$ cat src/rtl/rxf_pkg.sv
package rxf_pkg;
  // line status bit positions (software decodes these)
  localparam int unsigned LSR_DR = 0;
  localparam int unsigned LSR_OE = 1;
  localparam int unsigned LSR_PE = 2;
  localparam int unsigned LSR_FE = 3;
  localparam int unsigned LSR_BI = 4;
  // flag field order inside a stored entry: {brk, ferr, perr}
  localparam int unsigned FLG_W  = 3;
  localparam int unsigned FLG_PE = 0;
  localparam int unsigned FLG_FE = 1;
  localparam int unsigned FLG_BI = 2;
endpackage

$ cat src/rtl/rxf_store.sv
module rxf_store #(
  parameter int unsigned ENT_W = 11,
  parameter int unsigned DEPTH = 16,
  localparam int unsigned PW   = (DEPTH > 1) ? $clog2(DEPTH) : 1,
  localparam int unsigned CW   = $clog2(DEPTH + 1)
) (
  input  logic             clk_i,
  input  logic             rst_ni,
  input  logic             flush_i,
  input  logic             wr_i,
  input  logic             pop_i,
  input  logic [ENT_W-1:0] wdata_i,
  output logic [ENT_W-1:0] head_o,
  output logic [CW-1:0]    cnt_o
);
  logic [ENT_W-1:0] mem_q [DEPTH];
  logic [PW-1:0]    wr_ptr_q, rd_ptr_q;
  logic [CW-1:0]    cnt_q;

  function automatic logic [PW-1:0] ptr_inc(input logic [PW-1:0] p);
    return (p == PW'(DEPTH - 1)) ? '0 : p + PW'(1);
  endfunction

  always_ff @(posedge clk_i) begin
    if (wr_i) mem_q[wr_ptr_q] <= wdata_i;
  end

  always_ff @(posedge clk_i or negedge rst_ni) begin
    if (!rst_ni) begin
      wr_ptr_q <= '0;
      rd_ptr_q <= '0;
      cnt_q    <= '0;
    end else if (flush_i) begin
      wr_ptr_q <= '0;
      rd_ptr_q <= '0;
      cnt_q    <= '0;
    end else begin
      if (wr_i)  wr_ptr_q <= ptr_inc(wr_ptr_q);
      if (pop_i) rd_ptr_q <= ptr_inc(rd_ptr_q);
      unique case ({wr_i, pop_i})
        2'b10:   cnt_q <= cnt_q + CW'(1);
        2'b01:   cnt_q <= cnt_q - CW'(1);
        default: cnt_q <= cnt_q;
      endcase
    end
  end

  assign head_o = mem_q[rd_ptr_q];
  assign cnt_o  = cnt_q;
endmodule

$ cat src/rtl/rxf_status.sv
module rxf_status
  import rxf_pkg::*;
(
  input  logic             clk_i,
  input  logic             rst_ni,
  input  logic             flush_i,
  input  logic             pop_i,
  input  logic             lsr_rd_i,
  input  logic             ovr_evt_i,
  input  logic             nonempty_i,
  input  logic [FLG_W-1:0] head_flg_i,
  output logic [FLG_W-1:0] flg_o,
  output logic             ovr_o,
  output logic             irq_o
);
  logic ovr_q, hide_q;

  always_ff @(posedge clk_i or negedge rst_ni) begin
    if (!rst_ni) begin
      ovr_q <= 1'b0;
    end else if (ovr_evt_i) begin
      ovr_q <= 1'b1;          // new overrun beats a same-cycle acknowledge
    end else if (lsr_rd_i) begin
      ovr_q <= 1'b0;
    end
  end

  // hide bit is tied to the current head; only set when a head exists
  always_ff @(posedge clk_i or negedge rst_ni) begin
    if (!rst_ni) begin
      hide_q <= 1'b0;
    end else if (flush_i || pop_i) begin
      hide_q <= 1'b0;
    end else if (lsr_rd_i && nonempty_i) begin
      hide_q <= 1'b1;
    end
  end

  assign flg_o = (nonempty_i && !hide_q) ? head_flg_i : '0;
  assign ovr_o = ovr_q;
  assign irq_o = ovr_q | (|flg_o);
endmodule

$ cat src/rtl/rx_err_fifo.sv
module rx_err_fifo
  import rxf_pkg::*;
#(
  parameter int unsigned DATA_W = 8,
  parameter int unsigned DEPTH  = 16,
  localparam int unsigned ENT_W = DATA_W + FLG_W,
  localparam int unsigned CW    = $clog2(DEPTH + 1)
) (
  input  logic              clk_i,
  input  logic              rst_ni,
  input  logic              push_i,
  input  logic [DATA_W-1:0] push_data_i,
  input  logic              push_perr_i,
  input  logic              push_ferr_i,
  input  logic              push_brk_i,
  input  logic              rd_i,
  input  logic              reg_sel_i,
  input  logic              fifo_en_i,
  input  logic              rx_clr_i,
  output logic [DATA_W-1:0] rd_data_o,
  output logic              dr_o,
  output logic              ovr_o,
  output logic              irq_o
);
  logic             en_q;
  logic             flush_w, pop_w, wr_w, ovr_evt_w, lsr_rd_w, full_w, nonempty_w;
  logic [CW-1:0]    cnt_w;
  logic [ENT_W-1:0] head_w, wdata_w;
  logic [FLG_W-1:0] push_flg_w, flg_w;
  logic [DATA_W-1:0] lsr_w;

  always_ff @(posedge clk_i or negedge rst_ni) begin
    if (!rst_ni) en_q <= 1'b0;
    else         en_q <= fifo_en_i;
  end

  assign flush_w    = rx_clr_i | (en_q & ~fifo_en_i);
  assign nonempty_w = (cnt_w != '0);
  assign full_w     = fifo_en_i ? (cnt_w == CW'(DEPTH)) : nonempty_w;
  assign pop_w      = rd_i & ~reg_sel_i & nonempty_w & ~flush_w;
  assign lsr_rd_w   = rd_i & reg_sel_i;
  // fullness is judged after the same-cycle pop
  assign ovr_evt_w  = push_i & ~flush_w & full_w & ~pop_w;
  assign wr_w       = push_i & ~flush_w & (~full_w | pop_w);

  always_comb begin
    push_flg_w         = '0;
    push_flg_w[FLG_PE] = push_perr_i;
    push_flg_w[FLG_FE] = push_ferr_i;
    push_flg_w[FLG_BI] = push_brk_i;
  end
  assign wdata_w = {push_flg_w, push_data_i};

  rxf_store #(.ENT_W(ENT_W), .DEPTH(DEPTH)) u_store (
    .clk_i   (clk_i),
    .rst_ni  (rst_ni),
    .flush_i (flush_w),
    .wr_i    (wr_w),
    .pop_i   (pop_w),
    .wdata_i (wdata_w),
    .head_o  (head_w),
    .cnt_o   (cnt_w)
  );

  rxf_status u_status (
    .clk_i      (clk_i),
    .rst_ni     (rst_ni),
    .flush_i    (flush_w),
    .pop_i      (pop_w),
    .lsr_rd_i   (lsr_rd_w),
    .ovr_evt_i  (ovr_evt_w),
    .nonempty_i (nonempty_w),
    .head_flg_i (head_w[ENT_W-1:DATA_W]),
    .flg_o      (flg_w),
    .ovr_o      (ovr_o),
    .irq_o      (irq_o)
  );

  always_comb begin
    lsr_w         = '0;
    lsr_w[LSR_DR] = nonempty_w;
    lsr_w[LSR_OE] = ovr_o;
    lsr_w[LSR_PE] = flg_w[FLG_PE];
    lsr_w[LSR_FE] = flg_w[FLG_FE];
    lsr_w[LSR_BI] = flg_w[FLG_BI];
  end

  assign dr_o      = nonempty_w;
  assign rd_data_o = reg_sel_i ? lsr_w : (nonempty_w ? head_w[DATA_W-1:0] : '0);
endmodule

$ cat config.mk
export PLATFORM = sky130hd
export DESIGN_NAME = rx_err_fifo
export DESIGN_NICKNAME = d
export VERILOG_FILES = /design/src/rtl/rxf_pkg.sv /design/src/rtl/rxf_store.sv /design/src/rtl/rxf_status.sv /design/src/rtl/rx_err_fifo.sv
export SDC_FILE = /design/constraint.sdc
export NUM_CORES = 1
export LEC_CHECK = 0
export CAP_MARGIN = 20
export CORE_MARGIN = 2
export CORE_UTILIZATION = 50
export DETAILED_ROUTE_END_ITERATION = 8
export GPL_TIMING_DRIVEN = 0
export PLACE_DENSITY = 0.77
export SLEW_MARGIN = 25
export SYNTH_ARGS = -nofsm -noshare
export SYNTH_HDL_FRONTEND = slang
export SYNTH_SLANG_ARGS = --single-unit
$ cat constraint.sdc
create_clock -name clk_i -period 6.5 [get_ports clk_i]
set_clock_uncertainty 0.2 [all_clocks]
set_input_delay 1.3 -clock clk_i [delete_from_list [all_inputs] [get_ports clk_i]]
set_output_delay 1.3 -clock clk_i [all_outputs]
set_load 0.02 [all_outputs]
==> metrics.cfg <==
[status]
status=finished, final reports clean

[clocking]
cts_root_buf=clkbuf_16
insertion_delay_ns=0.43
path_clk_slew_ns=0.06
post_cts_buffers=0
cts_tree=done
cts_buffers=17
htree_levels=4
hold_buffers=0
cts-resized-gates=0
cts_buffer_depth=2
cts_sinks=192

[detailed_routing]
routed_wl_microns=16200
route.detailed.drc=0
drt_pre_antenna_iters=5
drt-wirelength-per-cell_microns=24.3
antenna_left=0
num_vias=4079
avgViaCountPerCell=6.12
drtIter0Drc=450

[layout]
final_common_cell=edfxtp_1
layout_common_cells=176 x edfxtp_1, 52 x mux4_2, 28 x clkdlybuf4s50_1, 18 x nand2_1, 17 x clkbuf_16
diodes=0
fin_nets=470
finish.utilization=0.588
drive_gt1_frac=0.231
syn_to_final_growth_pct=14.2

[synthesis]
ys_types=45
synth_area_leaders=edfxtp_1 67%, mux4_2 15%, dfrtp_1 5.1%, ha_1 1.3%, nand2_1 0.86%
syn-instance-count=396
syn_area_sq_mm=0.00786
syn_area_per_cell_sq_um=19.8
ys.flop_type=edfxtp_1
synth-seq-cells=192
synth_enable_flop_cells=176
synthArstFlopShare=0.0833
yosys_warnings=0
netlist.top_cell.by_area=edfxtp_1
syn_nets=423
ys_seq_area_frac=0.724
yosysTopAreaCellShare=0.673

[timing]
period_needed_ns=5.00
setup_violations=0
worst_pin_slew_ns=0.876
timing.final.ws_setup_ns=1.50
hold-worst-slack_ns=0.348
slew_viol_final=0
tns_ns=0
min_period_over_period=0.769
clock.fmax_mhz=200
max_slew_margin=0.416
rsz0062_at_grt=no
final_hold_viol_count=0

[pwr]
p_int_w=0.00203
peakVddDrop_mv=0.212
pwr_density_cell_mw_per_mm2=290
sequentialPowerShare=0.527
p_sw_w=0.000571
total_leakage_power_nw=2.94
switching_share=0.220
power_w=0.00260
p_comb_frac=0.087
power_frac_clock=0.387

[grt]
use_met2=0.332
grt_start_max_net_pins=17
grt_antenna_before_repair=0
grt_pass1_wl_microns=24400
grt_pass1_vias=4061
grtUsageMet1=0.276
track_usage=0.209
use_met3=0.0450
busiest_layer=met2
grt.overflow.total=0

[floorplan]
core_sq_mm=0.0153
ioPinCount=29
die-area_sq_mm=0.0167
start_util=0.515
die_h_microns=129
num_rows=45
dieWidth_microns=129

[worst_setup_path]
worstPathArrival_ns=3.50
path_depth=5
reg2reg_depth=10
critPathSlowestCell=clkdlybuf4s50_1
path_delay_family=buffers and inverters
path_buf_inv=3
slowest_delay_ns=0.62
crit_chain=clkdlybuf4s50_1 > inv_1 > nor3_1 > a22o_1 > clkdlybuf4s50_1
timing.critical_path.mode_cell=clkdlybuf4s50_1
crit_path_end_kind=output pin
crit_fanout=7
cp.required_ns=5.00
startpoint_type=primary input
reg2reg_setup_slack_ns=3.24
critPathKind=primary input to output pin

[place]
port_buffers=28
place_ws_ns=1.63
routabilityCongestion=0.857
dp_hpwl_microns=9820

[worst_hold_path]
hold_path_depth=1
hp-class=register to register

[flow_run]
max-cap-violations=0

[through the flow]
stage	instances	instance area, sq um
2_1_floorplan	396	7860
3_3_place_gp	635	8400
3_5_place_dp	635	8400
4_1_cts	666	8970
5_1_grt	666	8970
6_report	666	8970
[cell families (layout without fill, tap and decap cells)]
family / count (synthesis) / in the layout / share of synthesized area
simple gates: 75 / 75 / 0.0513
fa+ha+maj: 9 / 9 / 0.0153
buf+inv: 28 / 87 / 0.0159
xor+xnor: 2 / 2 / 0.00223
mux: 61 / 61 / 0.162
flops: 192 / 192 / 0.724
compound gates: 29 / 29 / 0.0298
[layout make-up]
class,count,area [sq um]
plain buffers,18,87.6
clock buffers,18,429
clock inverters,13,136
fillers,1093,6290
inverters,10,37.5
multi-input cells,176,2050
flip-flops and latches,192,5690
well taps,211,264
repair buffers,28,280
[synth_stat cells (all sizes together) (8+ instances only)]
| library cell | instances |
|---|---|
| buf | 9 |
| edfxtp | 176 |
| mux4 | 52 |
| and3 | 11 |
| clkbuf | 9 |
| ha | 8 |
| nand2 | 18 |
| nand3 | 9 |
| inv | 10 |
| nor2 | 14 |
| dfrtp | 16 |
[per-layer routing]
layer  wire, microns  part of all wire
met5               0                 0
met3            1220             0.075
met4             611             0.038
met1            6320              0.39
met2            8050              0.50
[final timing paths]
path,start,endpoint
max in group asynchronous,rst_ni,u_store.wr_ptr_q[0]$_DFFE_PN0P_
min,u_status.ovr_o$_DFFE_PN0P_,u_status.ovr_o$_DFFE_PN0P_
max,reg_sel_i,rd_data_o[4]
max reg2reg,u_store.cnt_o[1]$_DFFE_PN0P_,u_store.cnt_o[4]$_DFFE_PN0P_
min reg2reg,u_status.ovr_o$_DFFE_PN0P_,u_status.ovr_o$_DFFE_PN0P_
min in group asynchronous,rst_ni,u_store.cnt_o[2]$_DFFE_PN0P_
[worst reg2reg max path, cell delays in order (launching register included)]
cell	delay [ns]
dfrtp_1	0.41
or4_4	0.61
o211ai_2	0.31
or3_1	0.20
inv_1	0.08
ha_1	0.31
nor2b_1	0.16
o21a_1	0.19
or4_1	0.43
a21oi_1	0.16
nor3b_1	0.07
[state kept, by name, indices dropped and copies added (netlist names)]
signal	count
u_store.cnt_o	5
u_status.ovr_o	1
u_store.wr_ptr_q	4
u_status.hide_q	1
u_store.rd_ptr_q	4
u_store.mem_q	176
en_q	1
[power by group through the flow]
| stage | combinational, W | clock (W) | sequential (W) |
|---|---|---|---|
| after floorplan | 0.000129 | 0 | 0.00139 |
| after global placement | 0.000216 | 0 | 0.00139 |
| after detailed placement | 0.000222 | 0 | 0.00139 |
| after CTS | 0.000225 | 0.00102 | 0.00137 |
| after global routing | 0.000239 | 0.00107 | 0.00137 |
| final | 0.000225 | 0.00100 | 0.00137 |
Note: power is estimated with default switching activity, not from simulation.
